File: config.mk
export PLATFORM = sky130hd
export DESIGN_NAME = los_mute_detector
export DESIGN_NICKNAME = d
export VERILOG_FILES = /design/src/rtl/los_pkg.sv /design/src/rtl/los_run_counter.sv /design/src/rtl/los_pulse_counter.sv /design/src/rtl/los_mute_gate.sv /design/src/rtl/los_mute_detector.sv
export SDC_FILE = /design/constraint.sdc
export NUM_CORES = 1
export LEC_CHECK = 0
export BUFFER_PORTS_ARGS = -buffer_cell sky130_fd_sc_hd__buf_4
export CAP_MARGIN = 0
export CORE_MARGIN = 2
export CORE_UTILIZATION = 57
export CTS_CLUSTER_SIZE = 10
export DETAILED_ROUTE_END_ITERATION = 7
export GPL_TIMING_DRIVEN = 0
export PLACE_DENSITY_LB_ADDON = 0.1
export SYNTH_ARGS = -nofsm -noshare
export SYNTH_HDL_FRONTEND = slang
export SYNTH_HIERARCHICAL = 1
export SYNTH_SLANG_ARGS = --single-unit
File: constraint.sdc
create_clock -name clk -period 4.4 [get_ports clk]
set_input_delay 0.88 -clock clk [delete_from_list [all_inputs] [get_ports clk]]
set_output_delay 0.88 -clock clk [all_outputs]
set_load 0.05 [all_outputs]
File: src/rtl/los_pkg.sv
package los_pkg;
  localparam int unsigned LOS_CNT_W      = 8;
  localparam int unsigned LOS_MIN_DECL   = 10;
  localparam int unsigned LOS_CLR_PULSES = 32;
  localparam int unsigned LOS_ZERO_RESET = 32;

  typedef enum logic {
    MUTE_FROM_PIN = 1'b0,
    MUTE_FROM_REG = 1'b1
  } mute_src_e;
endpackage

File: src/rtl/los_run_counter.sv
module los_run_counter #(
  parameter int unsigned CNT_W = 8
) (
  input  logic             clk,
  input  logic             rst_n,
  input  logic             pulse_i,
  output logic [CNT_W-1:0] run_o,
  output logic [CNT_W-1:0] run_next_o
);
  localparam logic [CNT_W-1:0] RUN_MAX = {CNT_W{1'b1}};

  logic [CNT_W-1:0] run_q;
  logic [CNT_W-1:0] run_d;

  always_comb begin
    if (pulse_i)               run_d = '0;
    else if (run_q == RUN_MAX) run_d = RUN_MAX;
    else                       run_d = run_q + 1'b1;
  end

  always_ff @(posedge clk or negedge rst_n) begin
    if (!rst_n) run_q <= '0;
    else        run_q <= run_d;
  end

  assign run_o      = run_q;
  assign run_next_o = run_d;


  pulse_clears_run_chk: assert property (@(posedge clk) disable iff (!rst_n)
    pulse_i |=> (run_q == '0));
endmodule

File: src/rtl/los_pulse_counter.sv
module los_pulse_counter #(
  parameter int unsigned CNT_W    = 8,
  parameter int unsigned ZERO_RST = 32
) (
  input  logic             clk,
  input  logic             rst_n,
  input  logic             enable_i,
  input  logic             pulse_i,
  input  logic [CNT_W-1:0] zero_run_next_i,
  output logic [CNT_W-1:0] cnt_o,
  output logic [CNT_W-1:0] cnt_next_o
);
  localparam logic [CNT_W-1:0] CNT_MAX  = {CNT_W{1'b1}};
  localparam logic [CNT_W-1:0] RST_RUN  = CNT_W'(ZERO_RST);

  logic [CNT_W-1:0] cnt_q;
  logic [CNT_W-1:0] cnt_d;

  always_comb begin
    cnt_d = cnt_q;
    if (!enable_i)                      cnt_d = '0;
    else if (zero_run_next_i == RST_RUN) cnt_d = '0;
    else if (pulse_i && cnt_q != CNT_MAX) cnt_d = cnt_q + 1'b1;
  end

  always_ff @(posedge clk or negedge rst_n) begin
    if (!rst_n) cnt_q <= '0;
    else        cnt_q <= cnt_d;
  end

  assign cnt_o      = cnt_q;
  assign cnt_next_o = cnt_d;


  idle_holds_zero_chk: assert property (@(posedge clk) disable iff (!rst_n)
    !enable_i |=> (cnt_q == '0));
endmodule

File: src/rtl/los_mute_gate.sv
module los_mute_gate
  import los_pkg::*;
(
  input  logic clk,
  input  logic rst_n,
  input  logic mode_i,
  input  logic pin_i,
  input  logic reg_i,
  input  logic los_i,
  input  logic rx_pos_i,
  input  logic rx_neg_i,
  output logic out_pos_o,
  output logic out_neg_o
);
  mute_src_e src;
  logic      mute_en_d;
  logic      mute_en_q;
  logic      mute_act;

  always_comb begin
    src       = mute_src_e'(mode_i);
    mute_en_d = (src == MUTE_FROM_REG) ? reg_i : pin_i;
  end

  always_ff @(posedge clk or negedge rst_n) begin
    if (!rst_n) mute_en_q <= 1'b0;
    else        mute_en_q <= mute_en_d;
  end

  assign mute_act  = los_i & mute_en_q;
  assign out_pos_o = rx_pos_i & ~mute_act;
  assign out_neg_o = rx_neg_i & ~mute_act;


  muted_rails_low_chk: assert property (@(posedge clk) disable iff (!rst_n)
    (los_i && mute_en_q) |-> (!out_pos_o && !out_neg_o));


  pass_when_clear_chk: assert property (@(posedge clk) disable iff (!rst_n)
    !los_i |-> (out_pos_o == rx_pos_i && out_neg_o == rx_neg_i));
endmodule

File: src/rtl/los_mute_detector.sv
module los_mute_detector
  import los_pkg::*;
#(
  parameter int unsigned CNT_W      = LOS_CNT_W,
  parameter int unsigned MIN_DECL   = LOS_MIN_DECL,
  parameter int unsigned CLR_PULSES = LOS_CLR_PULSES,
  parameter int unsigned ZERO_RST   = LOS_ZERO_RESET
) (
  input  logic       clk,
  input  logic       rst_n,
  input  logic       rx_pos,
  input  logic       rx_neg,
  input  logic [7:0] decl_thresh,
  input  logic       mute_pin,
  input  logic       mute_reg,
  input  logic       mute_mode,
  output logic       los_flag,
  output logic       ref_clk_sel,
  output logic       out_pos,
  output logic       out_neg
);
  localparam logic [CNT_W-1:0] MIN_T   = CNT_W'(MIN_DECL);
  localparam logic [CNT_W-1:0] CLR_T   = CNT_W'(CLR_PULSES);
  localparam logic [CNT_W-1:0] RST_RUN = CNT_W'(ZERO_RST);

  logic             pulse;
  logic [CNT_W-1:0] thr_eff;
  logic [CNT_W-1:0] zero_run;
  logic [CNT_W-1:0] zero_run_d;
  logic [CNT_W-1:0] pulse_cnt;
  logic [CNT_W-1:0] pulse_cnt_d;
  logic             los_q;
  logic             los_d;
  logic             sel_q;

  assign pulse = rx_pos | rx_neg;

  always_comb begin
    thr_eff = CNT_W'(decl_thresh);
    if (thr_eff < MIN_T) thr_eff = MIN_T;
  end

  los_run_counter #(.CNT_W(CNT_W)) zero_run_i (
    .clk        (clk),
    .rst_n      (rst_n),
    .pulse_i    (pulse),
    .run_o      (zero_run),
    .run_next_o (zero_run_d)
  );

  los_pulse_counter #(.CNT_W(CNT_W), .ZERO_RST(ZERO_RST)) pulse_cnt_i (
    .clk             (clk),
    .rst_n           (rst_n),
    .enable_i        (los_q),
    .pulse_i         (pulse),
    .zero_run_next_i (zero_run_d),
    .cnt_o           (pulse_cnt),
    .cnt_next_o      (pulse_cnt_d)
  );

  always_comb begin
    if (los_q) los_d = (pulse_cnt_d < CLR_T);
    else       los_d = (zero_run_d >= thr_eff);
  end

  always_ff @(posedge clk or negedge rst_n) begin
    if (!rst_n) begin
      los_q <= 1'b1;
      sel_q <= 1'b1;
    end else begin
      los_q <= los_d;
      sel_q <= los_d;
    end
  end

  assign los_flag    = los_q;
  assign ref_clk_sel = sel_q;

  los_mute_gate mute_i (
    .clk       (clk),
    .rst_n     (rst_n),
    .mode_i    (mute_mode),
    .pin_i     (mute_pin),
    .reg_i     (mute_reg),
    .los_i     (los_q),
    .rx_pos_i  (rx_pos),
    .rx_neg_i  (rx_neg),
    .out_pos_o (out_pos),
    .out_neg_o (out_neg)
  );


  sel_tracks_los_chk: assert property (@(posedge clk) disable iff (!rst_n)
    ref_clk_sel == los_flag);


  declare_after_run_chk: assert property (@(posedge clk) disable iff (!rst_n)
    $rose(los_q) |-> (zero_run >= MIN_T));


  clear_after_pulses_chk: assert property (@(posedge clk) disable iff (!rst_n)
    $fell(los_q) |-> ($past(pulse_cnt) >= CLR_T - 1'b1));


  run_discards_pulses_chk: assert property (@(posedge clk) disable iff (!rst_n)
    (zero_run == RST_RUN) |-> (pulse_cnt == '0));
endmodule

Word level (Yosys, flattened, before mapping)
Index checks and enable logic that the tools add are counted.

Register bits: 18. Input bits: 15. Output and inout bits: 4.

Mux-type cells: 8. Add/subtract/negate cells: 2. $lt $le $gt $ge: 3. Bitwise operators: 5. Equal/unequal tests: 3. Reduce and logical (&&, ||, !) cells: 1.

Operators by type and width (count): 8-bit two-way mux (6); 8-bit by 1-bit adder with 8-bit output (second input constant) (2); 8-bit by 6-bit equality test with 1-bit output (second input constant) (1); 8-bit equality test (second input constant) (1); 8-bit greater-or-equal comparator (1); 8-bit by 4-bit less-than comparator with 1-bit output (second input constant) (1); 8-bit by 6-bit less-than comparator with 1-bit output (second input constant) (1); 8-bit inequality test (second input constant) (1); 1-bit bitwise AND (3); 1-bit two-way mux (2); 1-bit logical AND (1); 1-bit inverter (1); 1-bit bitwise OR (1).

Logic depth before layout (Yosys ltp)
Gate-level depths: netlist of the first run.

Depth in word-level cells: 8. Mapped depth: 10.

Cells and area by module
Netlist of the first run, hierarchy kept.

Modules (own cells, without submodules): los_pulse_counter (area an instance 454.2 um^2, sequential area each 200.2 um^2, cells each 44, instances 1); los_run_counter (area an instance 390.4 um^2, sequential area each 200.2 um^2, cells each 39, instances 1); los_mute_detector (area an instance 290.3 um^2, sequential area each 26.3 um^2, cells each 34, instances 1); los_mute_gate (area an instance 55.1 um^2, sequential area each 25.0 um^2, cells each 4, instances 1).

Worst setup path after synthesis of the first run
OpenSTA, ideal clock, no wires.

Path type: input port to flip-flop. From: input rx_neg. To: register sel_q (netlist: ref_clk_sel). Arrival: 3065 ps. Stages on the path: 9. Buffers on the path: 1. Path slack: 1239 ps. Cell sequence: or2_2 -> buf_1 -> a31oi_1 -> or4b_1 -> o21ai_4 -> nor2_1 -> o31a_1 -> o21bai_1 -> o32ai_1.

Word-level cells in the longest chain between the ends: 7.

Ends and longest elaborated chain: start, declared (RTL line los_mute_detector.sv:12) `input logic rx_neg,`; 1-bit bitwise OR (RTL line los_mute_detector.sv:36) `assign pulse = rx_pos | rx_neg;`; 8-bit two-way mux (RTL line los_run_counter.sv:16) `if (pulse_i) run_d = '0;`; via zero_run_d[5] (RTL line los_mute_detector.sv:29) `logic [CNT_W-1:0] zero_run_d;`; 8-bit by 6-bit equality test with 1-bit output (RTL line los_pulse_counter.sv:22) `else if (zero_run_next_i == RST_RUN) cnt_d = '0;`; 8-bit two-way mux (RTL line los_pulse_counter.sv:22); 8-bit two-way mux (RTL line los_pulse_counter.sv:21) `if (!enable_i) cnt_d = '0;`; via pulse_cnt_d[6] (RTL line los_mute_detector.sv:31) `logic [CNT_W-1:0] pulse_cnt_d;`; 8-bit by 6-bit less-than comparator with 1-bit output (RTL line los_mute_detector.sv:62) `if (los_q) los_d = (pulse_cnt_d < CLR_T);`; 1-bit two-way mux (RTL line los_mute_detector.sv:62); via los_d (RTL line los_mute_detector.sv:33) `logic los_d;`; end signal, assigned (RTL line los_mute_detector.sv:72) `sel_q <= los_d;`; end, declared (RTL line los_mute_detector.sv:34) `logic sel_q;`.

The timed path passes the listed nets, and every way through them passes these cells.

Worst setup path after layout of the first run
From: input rx_neg. To: register sel_q (netlist: ref_clk_sel).

Word-level cells in the longest chain between the ends: 7.

Ends and longest elaborated chain: 1-bit bitwise OR (RTL line los_mute_detector.sv:36); via pulse (RTL line los_mute_detector.sv:26) `logic pulse;`; 8-bit two-way mux (RTL line los_run_counter.sv:16); via zero_run_d[5] (RTL line los_mute_detector.sv:29); 8-bit by 6-bit equality test with 1-bit output (RTL line los_pulse_counter.sv:22); 8-bit two-way mux (RTL line los_pulse_counter.sv:22); 8-bit two-way mux (RTL line los_pulse_counter.sv:21); via pulse_cnt_d[6] (RTL line los_mute_detector.sv:31); 8-bit by 6-bit less-than comparator with 1-bit output (RTL line los_mute_detector.sv:62); 1-bit two-way mux (RTL line los_mute_detector.sv:62); via los_d (RTL line los_mute_detector.sv:33).

The timed path passes the listed nets, and every way through them passes these cells.

==> reports/metrics.yaml, run 1 <==
status: "complete, no violations"
cap_violations: 0
p_leak_uw: 0.0006456
yosysUniqueCellTypes: 46
critical_path_peak_fanout: 8
end_kind: "flip-flop"
holdWs_ps: 439.9
synth_seq_cells: 18
synth-edff-count: 0
drt-initial-drc-count: 17
n_antenna_cell: 0
crit_family: "compound AO/OA/AOI/OAI gates"
post-place-ws_ps: 778.1
hold_viol_final: 0
post_cts_buffers: 0
die_w_um: 49.69
numPortBuffers: 18
cp_slowest_cell: "or4b_1"
start_kind: "input port"
yosys_warnings: 6
yosysSeqAreaShare: 0.3796
async_flop_share: 1.000
maxSlewViolCount: 0
rrSetupSlack_ps: 1340
cts-resized-gates: 0
nNetsFinal: 169
timing.rr.start: "zero_run_i/run_o[2]"
overflow: 0
die-height_um: 49.69
crit_arrival_ps: 3540
boundaryPins: 19
placed_area_mm2: 0.001359
path_cells: "buf_4, or2_2, buf_1, a31oi_1, or4b_1, o21ai_4, nor2_1, o31a_1, o21bai_1, o32ai_1"
reg2reg_to: "ref_clk_sel"
grt_use_total: 0.2174
path_buf_inv: 2
muxShareOfSynthArea: 0.02103
gp_congestion: 0.8098
clk_latency_ps: 290
skew_ps: 11.63
synth_compound_area_frac: 0.1819
syn_inst: 121
clockRootBuffer: "clkbuf_4"
synth_fa_ha_area_frac: 0.1052
first_pass_iters: 4
setup_ws_ps: 1039
fin_crit_sh: 0.7638
worst_pin_slew_ps: 460.4
max_stage_delay_ps: 540
antenna_found_initial: 0
powerDensity_mw_per_mm2: 268.7
num_rows: 16
dp.final_hpwl_mm: 1.844
synth_xor_area_frac: 0.03680
synth_nets: 146
synthFlopType: "dfrtp_1"
slew_headroom: 0.6912
multi_input_area_um2: 693.2
worstRegToRegCells: 9
ctsHoldBuffers: 0
num_vias: 1009
period_minus_slack_ps: 3361
wire_per_inst_um: 14.05
initial_utilization: 0.6065
drive_above_1_share: 0.2517
grt_max_degree: 19
finalSetupViolCount: 0
crit_type: "in -> reg"
syn_to_final_growth_pct: 17.25
syn_area_per_cell_um2: 9.834
fin_area_mm2: 0.001395
synth_top_family_by_area: "simple AND/OR/NAND/NOR gates"
fmax_ghz: 0.2976
worst-path-stages: 10
cts.path.max_buffers: 2
final_cell_mix: "buf_4, dfrtp_1, ha_1"
setup_tns_ps: 0
regArea_um2: 451.7
finalPower_uw: 374.9
hp-class: "in -> async"
rsz0062_at_grt: "false"
clk_pin_slew_ps: 100
final_common_cell: "buf_4"
cts_buffers: 3
ant_nets: 0
synth_area_mm2: 0.001190
route.detailed.drc: 0
vdd_drop_max_mv: 0.2078
die_area_mm2: 0.002469
viasPerCell: 5.935
cts_tree: "yes"
htreeDepth: 1
synth-simple-area-share: 0.2376
core_area_mm2: 0.001962
worstPathRequired_ps: 4580
nFillCells: 151
routed_wl_mm: 2.388
cts_sinks: 18
grt_pass1_wl_mm: 4.140
grt_pass1_vias: 995
==> how the worst max path moves through the flow <==
stage / start / to / slack [ps]
final: rx_neg / ref_clk_sel / 1040
after global routing: rx_neg / ref_clk_sel / 920
after CTS: rx_neg / ref_clk_sel / 1070
after detailed placement: rx_neg / ref_clk_sel / 780
after global placement: rx_neg / ref_clk_sel / 840
after floorplan: rx_neg / ref_clk_sel / 1240
==> routing by layer <==
layer | vias up | share of wire | track usage | wire [µm]
met4 | 0 | 0.012 | 0.06944 | 29
met1 | 466 | 0.44 | 0.2754 | 1061
li1 | 500 | - | - | -
met3 | 4 | 0.063 | 0.03333 | 151
met5 | - | 0 | 0 | 0
met2 | 39 | 0.48 | 0.3778 | 1146
==> metrics by stage <==
stage,util,cells
after floorplan,-,121
after global placement,0.6926,166
after detailed placement,0.6926,166
after CTS,0.7111,170
after global routing,0.7111,170
final,0.7111,170
==> logic make-up after synthesis <==
logic type	count (synthesis)
flip-flops	18
XOR/XNOR	5
adder cells (fa/ha/maj)	10
multiplexers	2
AO/OA/AOI/OAI	31
buffers and inverters	11
AND/OR/NAND/NOR	44
==> flip-flops by register name, indices dropped and copies added (netlist names) <==
register and flops:
ref_clk_sel 1, mute_i/mute_en_q 1, zero_run_i/run_o 8, pulse_cnt_i/cnt_o 8
==> synth_stat cells, types with 2 or more instances <==
library cell	instances	area share
inv_1	9	0.028
nor3_1	3	0.013
or3_1	3	0.016
o21ai_0	6	0.025
dfrtp_1	17	0.36
a31oi_1	3	0.016
and2_1	2	0.011
nand4_1	3	0.016
xor2_1	4	0.029
ha_1	10	0.11
a21boi_0	3	0.019
and4_1	4	0.029
nand4_2	2	0.021
nand2_1	3	0.0095
nor2_1	9	0.028
a21oi_1	7	0.029
nand3_1	4	0.017
==> power by group <==
| part | leakage (µW) | total, µW | internal, µW | switching, µW |
|---|---|---|---|---|
| clock | 0.0000210 | 96.9 | 50.3 | 46.6 |
| combinational | 0.000381 | 89.5 | 36.9 | 52.7 |
| sequential | 0.000243 | 188 | 176 | 12.6 |
==> cell type report <==
| cell class | instances | area share |
|---|---|---|
| Multi-Input combinational cell | 92 | 0.4969 |
| Clock buffer | 4 | 0.02601 |
| Timing Repair Buffer | 18 | 0.09686 |
| Buffer | 2 | 0.008072 |
| Tap cell | 27 | 0.02422 |
| Sequential cell | 18 | 0.3238 |
| Inverter | 9 | 0.02422 |
Note: power is estimated with default switching activity, not from simulation.
==> inputs of run 2 (changes only) <==
--- a/config.mk
+++ b/config.mk
@@ -8,7 +8,7 @@
 export BUFFER_PORTS_ARGS = -buffer_cell sky130_fd_sc_hd__buf_4
 export CAP_MARGIN = 0
 export CORE_MARGIN = 2
-export CORE_UTILIZATION = 57
+export CORE_UTILIZATION = 55
 export CTS_CLUSTER_SIZE = 10
 export DETAILED_ROUTE_END_ITERATION = 7
 export GPL_TIMING_DRIVEN = 0
==> constraint.sdc (replaced) <==
create_clock -name clk -period 3.5 [get_ports clk]
set_input_delay 0.7 -clock clk [delete_from_list [all_inputs] [get_ports clk]]
set_output_delay 0.7 -clock clk [all_outputs]
set_load 0.05 [all_outputs]
==> run 2 against run 1 <==
Via count up 2.3%. Combinational power up 26%. Clock-buffer cell count unchanged. Cell area stayed put. Sequential share of layout area did not move. Final cell count stayed put. Total power is 28% higher. Utilization down 1.4 points. Die area up 3.3%. Setup slack got worse by 690 ps. Register-to-register slack got worse by 880 ps. Critical endpoint unchanged.
==> reports/metrics.yaml, run 2 (same netlist as run 1, synthesis figures left out) <==
worstPathRequired_ps: 3700
clockRootBuffer: "clkbuf_4"
htreeDepth: 1
numPortBuffers: 18
overflow: 0
boundaryPins: 19
die-height_um: 50.51
syn_to_final_growth_pct: 17.25
vdd_drop_max_mv: 0.2063
num_rows: 16
post-place-ws_ps: 70.45
initial_utilization: 0.5944
critical_path_peak_fanout: 8
clk_latency_ps: 290
fin_util: 0.6969
crit_type: "in -> reg"
setup_tns_ps: 0
n_antenna_cell: 0
grt_pass1_vias: 1080
core_area_mm2: 0.002002
gp_congestion: 0.8054
dp.final_hpwl_mm: 1.978
ant_nets: 0
drt-initial-drc-count: 17
cap_violations: 0
rsz0062_at_grt: "false"
final_cell_mix: "buf_4, dfrtp_1, ha_1"
cts_tree: "yes"
rrSetupSlack_ps: 460
grt_max_degree: 19
die_area_mm2: 0.002551
post_cts_buffers: 0
hp-class: "in -> async"
cts-resized-gates: 0
grt_use_total: 0.2257
cts_buffers: 3
grt_pass1_wl_mm: 4.409
maxSlewViolCount: 0
nNetsFinal: 169
slew_headroom: 0.6525
fmax_ghz: 0.3170
first_pass_iters: 4
hold_viol_final: 0
finalSetupViolCount: 0
viasPerCell: 6.071
antenna_found_initial: 0
period_minus_slack_ps: 3154
skew_ps: 8.254
fin_crit_sh: 0.9012
wire_per_inst_um: 14.81
start_kind: "input port"
worst_pin_slew_ps: 518.1
cts_sinks: 18
status: "complete, no violations"
routed_wl_mm: 2.517
setup_ws_ps: 345.7
clk_pin_slew_ps: 110
ctsHoldBuffers: 0
powerDensity_mw_per_mm2: 342.9
p_leak_uw: 0.0006456
die_w_um: 50.51
end_kind: "flip-flop"
nFillCells: 164
num_vias: 1032
crit_arrival_ps: 3350
drive_above_1_share: 0.2517
cts.path.max_buffers: 2
final_common_cell: "buf_4"
route.detailed.drc: 0
finalPower_uw: 478.3
run 2: cell counts in the layout (fill, tap and decap cells not counted):
No cell type changed its count.
run 2: worst paths after layout:
check | cells past startpoint | end | from
worst max register to register | 10 | ref_clk_sel | zero_run_i/run_o[0]
max in group asynchronous | 1 | ref_clk_sel | rst_n
worst max-delay path | 10 | ref_clk_sel | rx_neg
worst min-delay path | 1 | pulse_cnt_i/cnt_o[5] | rst_n
min in group clk | 1 | zero_run_i/run_o[0] | zero_run_i/run_o[0]
worst min register to register | 1 | zero_run_i/run_o[0] | zero_run_i/run_o[0]
run 2: cell type report:
cell class | instances | area (µm²) | area share
plain buffers | 2 | 11.26 | 0.008072
multi-input cells | 92 | 693.2 | 0.4969
repair buffers | 18 | 135.1 | 0.09686
clock buffers | 4 | 36.28 | 0.02601
inverters | 9 | 33.78 | 0.02422
flip-flops and latches | 18 | 451.7 | 0.3238
well taps | 27 | 33.78 | 0.02422
run 2: power by group:
group	internal, µW	switching (µW)
Sequential	221	16.4
Clock	63.3	64.5
Combinational	46.6	66.4
Total	331	147
run 2: stage by stage:
stage | cell area, µm² | instances | hold slack (ps)
5_1_grt | 1395 | 170 | 259.2
3_5_place_dp | 1359 | 166 | 573.7
6_report | 1395 | 170 | 250.9
2_1_floorplan | 1190 | 121 | 404.4
4_1_cts | 1395 | 170 | 257.0
3_3_place_gp | 1359 | 166 | 555.9
run 2: worst max-delay path: stages:
cell and delay [ps]:
buf_4 110, or2_2 350, buf_1 210, a31oi_1 320, or4b_1 540, o21ai_4 290, nor2_1 110, o31a_1 330
o21bai_1 160, o32ai_1 240
run 2: layer usage:
layer	global-route usage	vias up	routed length, µm
met4	0.1081	0	33
met2	0.4013	35	1267
met1	0.2630	497	1095
met3	0.03571	4	120
met5	0	-	0
li1	-	496	-
